$ cat config.mk
export PLATFORM = sky130hd
export DESIGN_NAME = nru_victim_select
export DESIGN_NICKNAME = d
export VERILOG_FILES = /design/src/rtl/nru_sel_pkg.sv /design/src/rtl/nru_frame_bits.sv /design/src/rtl/nru_class_pick.sv /design/src/rtl/nru_victim_select.sv
export SDC_FILE = /design/constraint.sdc
export NUM_CORES = 1
export LEC_CHECK = 0
export BUFFER_PORTS_ARGS = -buffer_cell sky130_fd_sc_hd__buf_2
export CAP_MARGIN = 20
export CORE_ASPECT_RATIO = 0.8
export CORE_UTILIZATION = 45
export CTS_BUF_LIST = sky130_fd_sc_hd__clkbuf_4 sky130_fd_sc_hd__clkbuf_8 sky130_fd_sc_hd__clkbuf_16
export DETAILED_ROUTE_END_ITERATION = 12
export SLEW_MARGIN = 20
export SYNTH_ARGS = -nofsm -noshare
export SYNTH_HDL_FRONTEND = slang
export SYNTH_SLANG_ARGS = --single-unit
$ cat constraint.sdc
create_clock -name clk -period 5 [get_ports clk]
set_input_delay 0.25 -clock clk [delete_from_list [all_inputs] [get_ports clk]]
set_output_delay 0.25 -clock clk [all_outputs]
set_load 0.05 [all_outputs]
$ cat src/rtl/nru_sel_pkg.sv
package nru_sel_pkg;

    typedef enum logic {
        POL_CLOCK = 1'b0,
        POL_CLASS = 1'b1
    } policy_e;

    typedef enum logic {
        ST_IDLE = 1'b0,
        ST_SCAN = 1'b1
    } scan_state_e;

    typedef logic [1:0] usage_class_t;

    // Rank of a frame: referenced dominates modified.
    function automatic usage_class_t class_of(input logic refd, input logic dirty);
        return {refd, dirty};
    endfunction

endpackage

$ cat src/rtl/nru_frame_bits.sv
module nru_frame_bits #(
    parameter int N_FRAMES = 8,
    parameter int IDX_W    = $clog2(N_FRAMES)
) (
    input  logic                clk,
    input  logic                rst,
    input  logic                tick_i,
    input  logic                acc_en_i,
    input  logic [IDX_W-1:0]    acc_idx_i,
    input  logic                acc_wr_i,
    input  logic                inst_en_i,
    input  logic [IDX_W-1:0]    inst_idx_i,
    input  logic                clr_en_i,
    input  logic [IDX_W-1:0]    clr_idx_i,
    output logic [N_FRAMES-1:0] ref_o,
    output logic [N_FRAMES-1:0] mod_o
);

    for (genvar g = 0; g < N_FRAMES; g++) begin : g_frame
        localparam logic [IDX_W-1:0] MY_IDX = IDX_W'(g);

        logic r_q;
        logic m_q;
        logic acc_hit;
        logic inst_hit;
        logic clr_hit;

        assign acc_hit  = acc_en_i  && (acc_idx_i  == MY_IDX);
        assign inst_hit = inst_en_i && (inst_idx_i == MY_IDX);
        assign clr_hit  = clr_en_i  && (clr_idx_i  == MY_IDX);

        // Later assignments win: set beats clear, install beats write.
        always_ff @(posedge clk) begin
            if (rst) begin
                r_q <= 1'b0;
                m_q <= 1'b0;
            end else begin
                if (tick_i || clr_hit) r_q <= 1'b0;
                if (acc_hit || inst_hit) r_q <= 1'b1;
                if (acc_hit && acc_wr_i) m_q <= 1'b1;
                if (inst_hit) m_q <= 1'b0;
            end
        end

        assign ref_o[g] = r_q;
        assign mod_o[g] = m_q;
    end

endmodule

$ cat src/rtl/nru_class_pick.sv
module nru_class_pick
    import nru_sel_pkg::*;
#(
    parameter int N_FRAMES = 8,
    parameter int IDX_W    = $clog2(N_FRAMES)
) (
    input  logic [N_FRAMES-1:0] ref_i,
    input  logic [N_FRAMES-1:0] mod_i,
    input  logic [IDX_W-1:0]    start_i,
    output logic [IDX_W-1:0]    pick_o,
    output usage_class_t        class_o
);

    usage_class_t best;
    logic         found;
    logic [IDX_W-1:0] idx;

    always_comb begin
        best = 2'b11;
        for (int i = 0; i < N_FRAMES; i++) begin
            if (class_of(ref_i[i], mod_i[i]) < best)
                best = class_of(ref_i[i], mod_i[i]);
        end

        found  = 1'b0;
        pick_o = start_i;
        idx    = start_i;
        for (int k = 0; k < N_FRAMES; k++) begin
            idx = start_i + IDX_W'(k);
            if (!found && (class_of(ref_i[idx], mod_i[idx]) == best)) begin
                pick_o = idx;
                found  = 1'b1;
            end
        end
        class_o = best;
    end

endmodule

$ cat src/rtl/nru_victim_select.sv
module nru_victim_select
    import nru_sel_pkg::*;
#(
    parameter int N_FRAMES = 8,
    localparam int IDX_W   = $clog2(N_FRAMES)
) (
    input  logic             clk,
    input  logic             rst,
    input  logic             policy_i,
    input  logic             acc_en_i,
    input  logic [IDX_W-1:0] acc_idx_i,
    input  logic             acc_wr_i,
    input  logic             inst_en_i,
    input  logic [IDX_W-1:0] inst_idx_i,
    input  logic             age_tick_i,
    input  logic             req_i,
    output logic             busy_o,
    output logic             done_o,
    output logic [IDX_W-1:0] victim_o,
    output logic             dirty_o,
    output logic [IDX_W-1:0] hand_o
);

    scan_state_e      state_q;
    policy_e          pol_q;
    logic [IDX_W-1:0] hand_q;
    logic             done_q;
    logic [IDX_W-1:0] victim_q;
    logic             dirty_q;

    logic [N_FRAMES-1:0] ref_bits;
    logic [N_FRAMES-1:0] mod_bits;
    logic [IDX_W-1:0]    pick_idx;
    usage_class_t        pick_class;

    logic             sweep_clr;
    logic             finish;
    logic [IDX_W-1:0] finish_idx;

    nru_frame_bits #(.N_FRAMES(N_FRAMES), .IDX_W(IDX_W)) u_bits (
        .clk        (clk),
        .rst        (rst),
        .tick_i     (age_tick_i),
        .acc_en_i   (acc_en_i),
        .acc_idx_i  (acc_idx_i),
        .acc_wr_i   (acc_wr_i),
        .inst_en_i  (inst_en_i),
        .inst_idx_i (inst_idx_i),
        .clr_en_i   (sweep_clr),
        .clr_idx_i  (hand_q),
        .ref_o      (ref_bits),
        .mod_o      (mod_bits)
    );

    nru_class_pick #(.N_FRAMES(N_FRAMES), .IDX_W(IDX_W)) u_pick (
        .ref_i   (ref_bits),
        .mod_i   (mod_bits),
        .start_i (hand_q),
        .pick_o  (pick_idx),
        .class_o (pick_class)
    );

    // Decide this cycle whether the search ends and on which frame.
    always_comb begin
        sweep_clr  = 1'b0;
        finish     = 1'b0;
        finish_idx = hand_q;
        if (state_q == ST_SCAN) begin
            if (pol_q == POL_CLASS) begin
                finish     = 1'b1;
                finish_idx = pick_idx;
            end else if (ref_bits[hand_q]) begin
                sweep_clr = 1'b1;
            end else begin
                finish = 1'b1;
            end
        end
    end

    always_ff @(posedge clk) begin
        if (rst) begin
            state_q  <= ST_IDLE;
            pol_q    <= POL_CLOCK;
            hand_q   <= '0;
            done_q   <= 1'b0;
            victim_q <= '0;
            dirty_q  <= 1'b0;
        end else begin
            done_q <= 1'b0;
            unique case (state_q)
                ST_IDLE: begin
                    if (req_i) begin
                        state_q <= ST_SCAN;
                        pol_q   <= policy_e'(policy_i);
                    end
                end
                ST_SCAN: begin
                    if (finish) begin
                        state_q  <= ST_IDLE;
                        done_q   <= 1'b1;
                        victim_q <= finish_idx;
                        dirty_q  <= mod_bits[finish_idx];
                        hand_q   <= finish_idx + 1'b1;
                    end else begin
                        hand_q <= hand_q + 1'b1;
                    end
                end
                default: state_q <= ST_IDLE;
            endcase
        end
    end

    assign busy_o   = (state_q == ST_SCAN);
    assign done_o   = done_q;
    assign victim_o = victim_q;
    assign dirty_o  = dirty_q;
    assign hand_o   = hand_q;

endmodule

Word-level counts from Yosys, hierarchy flattened:

Index checks and enable logic that the tools add are counted.

* bits in registers: 26
* logic and storage cells: 246

* $add $sub $neg: 8
* order comparisons: 17
* equal/unequal tests: 29
* mux-type cells: 85
* bitwise gates (word level): 1
* reductions and logical operators: 84

Operators by type and width (number)
* 1-bit binary-select mux with 3-bit select: 17
* 1-bit 2-to-1 mux: 49
* 1-bit logical AND: 39
* 3-bit equality test, second input constant: 12
* 3-bit by 4-bit < comparator with 1-bit output, second input constant: 9
* 3-bit 2-to-1 mux: 10
* 3-bit by 2-bit equality test with 1-bit output, second input constant: 6
* 2-bit OR reduction: 9
* 2-bit equality test: 8
* 1-bit logical OR: 16
* 2-bit 2-to-1 mux: 8
* 2-bit nonzero test: 8
* 2-bit < comparator: 7
* 3-bit adder, second input constant: 4
* 3-bit by 1-bit equality test with 1-bit output, second input constant: 3
* 3-bit zero test: 3
* 1-bit zero test: 7
* 3-bit by 1-bit adder with 3-bit output, second input constant: 2
* 3-bit by 2-bit adder with 3-bit output, second input constant: 2
* 2-bit AND reduction: 2
* 2-bit < comparator, second input constant: 1
* 1-bit one-hot mux with 2 select lines: 1
* 1-bit inverter: 1

Logic depth before layout (Yosys ltp):

* word-level depth: 43
* mapped depth: 22

By module:

A second synthesis with hierarchy kept.

* cell total of the unflattened synthesis: 340
* area total of the unflattened synthesis: 3211.8 um^2

By module, submodules not included
* nru_class_pick: instances 1, cells an instance 184, area each 1700.4 um^2, seq. area each 0.0 um^2
* nru_frame_bits: instances 1, cells an instance 97, area each 864.6 um^2, seq. area each 320.3 um^2
* nru_victim_select: instances 1, cells an instance 59, area each 646.9 um^2, seq. area each 200.2 um^2

Worst setup path before layout:

OpenSTA, ideal clock, no wires.

* path kind: reg2reg
* start: register hand_q[0] (netlist: hand_o[0])
* end: register dirty_q (netlist: dirty_o)
* setup time: 142 ps
* arrival time: 4744 ps
* data required time: 4858 ps
* setup slack: 114 ps
* stages on the path, launching flop included: 20
* path through: dfxtp_1 buf_4 buf_4 clkinv_1 ha_1 buf_2 buf_2 mux4_2 mux2i_1 xnor2_1 o32ai_1 mux2_2 a211oi_4 o21a_4 mux2i_1 or3_1 buf_6 mux2_4 o211ai_1 a311oi_1

* word-level cells in the longest chain between the ends: 29
* elaborated cells on any way between the ends: 83
* those cells by class: add/sub (7); eq/ne (8); mux (53); reduce/logical (15)

RTL lines
* start: declaration: line nru_victim_select.sv:26 `logic [IDX_W-1:0] hand_q;`
* start signal: assignment: line nru_victim_select.sv:103 `hand_q <= finish_idx + 1'b1;`
* start signal: assignment: line nru_victim_select.sv:105 `hand_q <= hand_q + 1'b1;`
* parallel branches: the longest is 29 deep, another holds 3-bit by 1-bit adder with 3-bit output
* end signal: assignment: line nru_victim_select.sv:102 `dirty_q <= mod_bits[finish_idx];`
* end: declaration: line nru_victim_select.sv:29 `logic dirty_q;`

Parallel ways; which one is timed is not known. The select of a mux whose other input is x is not followed.
A chain may end at the register's enable or synchronous reset.

Final worst setup path:

* start: register u_bits.g_frame[0].r_q
* end: register dirty_q (netlist: dirty_o)

* word-level cells in the longest chain between the ends: 43
* elaborated cells on any way between the ends: 76
* those cells by class: order compare (8); eq/ne (8); mux (45); reduce/logical (15)

RTL lines
* start: declaration: line nru_frame_bits.sv:22 `logic r_q;`
* start signal: assignment: line nru_frame_bits.sv:35 `r_q <= 1'b0;`
* start signal: assignment: line nru_frame_bits.sv:38 `if (tick_i || clr_hit) r_q <= 1'b0;`
* start signal: assignment: line nru_frame_bits.sv:39 `if (acc_hit || inst_hit) r_q <= 1'b1;`
* 2-bit < comparator: line nru_class_pick.sv:21 `if (class_of(ref_i[i], mod_i[i]) < best)`
* 2-bit 2-to-1 mux: line nru_class_pick.sv:21
* 2-bit < comparator: line nru_class_pick.sv:21
* 2-bit 2-to-1 mux: line nru_class_pick.sv:21
* 2-bit < comparator: line nru_class_pick.sv:21
* 2-bit 2-to-1 mux: line nru_class_pick.sv:21
* 2-bit < comparator: line nru_class_pick.sv:21
* 2-bit 2-to-1 mux: line nru_class_pick.sv:21
* [... 27 more ...]
* 1-bit 2-to-1 mux: line nru_class_pick.sv:30 `if (!found && (class_of(ref_i[idx], mod_i[idx]) == best)) begin`
* 1-bit zero test: line nru_class_pick.sv:30
* 1-bit logical AND: line nru_class_pick.sv:30
* 3-bit 2-to-1 mux: line nru_class_pick.sv:30
* 3-bit 2-to-1 mux: line nru_victim_select.sv:69 `if (pol_q == POL_CLASS) begin`
* 3-bit 2-to-1 mux: line nru_victim_select.sv:68 `if (state_q == ST_SCAN) begin`
* 1-bit binary-select mux with 3-bit select: line nru_victim_select.sv:102
* 1-bit 2-to-1 mux (implied by the code): line nru_victim_select.sv:102

Several ways; a longest one is shown, not always the timed one. The select of a mux whose other input is x is not followed.

==> summary.txt <==
Nets: 443
Num Clock Sinks: 26
Dominant cell type by area after synthesis: dfxtp_1
Most common cell after layout, fill and taps aside: nor2_1
PwrDens: 187 mW/mm^2
Synth async-reset ratio: 0
CTS Root Cell: clkbuf_8
CTS Buf Count: 3
Drt drc: 0
Setup Skew: 6.48 ps
CP required: 5120 ps
Ys Warns: 0
Kind of critical path: flop to flop
Hold Vio Cnt, Final: 0
Top FF cell, synth: dfxtp_1
ANT cells: 0
Post-synth top area share: 0.165
Critical path capture point type: flop
Area after DPL: 0.00339 sq mm
# port buffers: 22
Global route overflow: 0
Via density: 6.33
Worst-Margin Slew: 768 ps
Post-Layout Inst Area: 0.00351 sq mm
Total GRT Usage: 0.264
Storage cell area: 520 sq um
Starting Density: 0.479
Most frequent cells in the layout: 34 x nor2_1, 29 x a21oi_1, 28 x nand2_1, 26 x dfxtp_1
EDFF count, synth: 0
Vias in the first global route: 2,938
Final Non-Filler Cells: 490
Die height: 76.8 microns
Multi-input gate area: 0.00248 sq mm
Initial DRC count: 194
Critical path arrival: 4820 ps
Startpoint types: flop
Avg Cell Area, Syn: 8.24 sq um
DRT antenna net count: 0
DP HPWL: 6870 microns
WL/cell: 19.2 microns
Synthesized net count: 418
Post-Synthesis Cells: 382
Htree depth: 1
Leak Pwr: 0.00136 uW
Row cnt: 26
Synth area leaders: dfxtp_1 17%, mux4_2 11%, ha_1 8.7%, mux2i_1 5.7%, a21oi_1 4.8%
Pre-Repair DR Iteration Count: 4
Final-layout fill cell count: 643
Pins over their slew limit: 0
Largest net degree at the start of global routing: 26
Synthesized area: 0.00315 sq mm
Setup violators final: 0
First-pass GRT wire length: 15,100 microns
Peak VDD IR: 0.161 mV
Status: finished clean
Core area: 0.00657 sq mm
Distinct cells, synth: 70
Die footprint: 0.00734 sq mm
Hold crit path type: input port to flop
Clk_lat worst skew: 270 ps
Gpl congestion: 0.866
Relative slew slack: 0.488
CP max FO: 6
Post-synthesis sequential area ratio: 0.165
Fmax: 0.213 GHz
I/O Pins: 23
Vias: 3,102
Dpl cells: 486
Minimum clock period: 4700 ps
Total power: 658 uW
Drt total wl: 9400 microns
Max_cap viols: 0
Initial antenna violation count: 0
Clk pin slew, worst setup/hold paths: 100 ps
Die Wd: 95.5 microns
Sum Neg Setup Slack: 0 ps
Ratio of final minimum period to clock period: 0.940
Area grow syn2layout: 11.5%
Fraction of layout cells with a size suffix above 1: 0.202
CTS tree: built
Max clock buf depth: 2
Synthesis-stage register bit count: 26
==> what timing repair did <==
action | CTS | global route
hold endpoints to repair | 0 | 0
gates resized for setup | 0 | 10
buffers inserted | 0 | 0
hold buffers | 0 | 0
endpoints found under the setup margin | 0 | 4
==> Yosys cell counts, types with 4 or more instances <==
cell      instances
mux2_2            4
nor2_1           34
buf_2             4
o21ai_0           6
a21oi_1          30
clkbuf_1         10
buf_4             4
dfxtp_1          26
nor3b_1           4
xnor2_1           9
nand3b_1          8
nor3_1           14
and2_1            7
nand2_1          29
mux4_2           15
nand3_1          12
nor2b_1           6
ha_1             22
nand2b_1          7
a31oi_1           9
inv_1            17
mux2i_1          18
a211oi_1          7
o22ai_1           5
==> path summary, 6_finish.rpt <==
check	startpoint	to	slack, ps	cells after the start
max	u_bits.g_frame[0].r_q	dirty_o	300	17
min	policy_i	pol_q	230	3
max reg2reg	u_bits.g_frame[0].r_q	dirty_o	300	17
min reg2reg	victim_o[2]	victim_o[2]	530	2
==> through the flow <==
stage                     hold slack (ps)   util  setup WS (ps)
after floorplan                       322      -            114
after global placement                487  0.516            250
after detailed placement              503  0.516            187
after CTS                             229  0.527            172
after global routing                  246  0.534         -0.461
final                                 231  0.534            302
==> sequential cells by signal (all words and copies together), names as in the netlist <==
signal / count
u_bits.g_frame.m_q: 8
u_bits.g_frame.r_q: 8
hand_o: 3
victim_o: 3
busy_o: 1
dirty_o: 1
done_o: 1
pol_q: 1
==> critical path, cell delays in order, from the launching register on <==
cell	delay (ps)
dfxtp_1	320
ha_1	210
ha_1	210
ha_1	210
ha_1	210
ha_1	210
ha_1	210
ha_1	330
or3_4	440
and2_1	170
a221o_1	380
a211oi_4	280
o21a_4	180
mux2i_1	110
or3_4	460
mux2_4	310
o211ai_1	170
a311oi_1	120
==> logic make-up (layout without fill, tap and decap cells) <==
group	after synthesis	after routing	synth area share
compound gates	106	106	0.241
fa+ha+maj	22	22	0.0874
simple gates	136	136	0.221
mux	40	40	0.192
flops	26	26	0.165
buf+inv	41	65	0.0600
xor+xnor	11	11	0.0330
==> report_power, final <==
| group | leakage (uW) | switching [uW] | total, uW | internal [uW] |
|---|---|---|---|---|
| Combinational | 0.00111 | 146 | 246 | 101 |
| Sequential | 0.000212 | 17.4 | 234 | 217 |
| Clock | 0.0000357 | 69.6 | 177 | 107 |
| Total | 0.00136 | 233 | 658 | 425 |
==> routing by layer <==
metal | track usage | vias to the layer above | wire [microns]
met1 | 0.397 | 1482 | 4470
met2 | 0.405 | 111 | 4140
met4 | 0.0478 | 0 | 110
met3 | 0.0308 | 16 | 682
met5 | 0 | - | 0
li1 | - | 1493 | -
==> final cells by class <==
| class | count | area share |
|---|---|---|
| multi-input combinational | 315 | 0.708 |
| sequential | 26 | 0.148 |
| timing repair buffer | 41 | 0.0720 |
| tap | 84 | 0.0299 |
| inverter | 20 | 0.0214 |
| clock buffer | 3 | 0.0118 |
| clock inverter | 1 | 0.00856 |
Power figures use the tool's default switching activity.
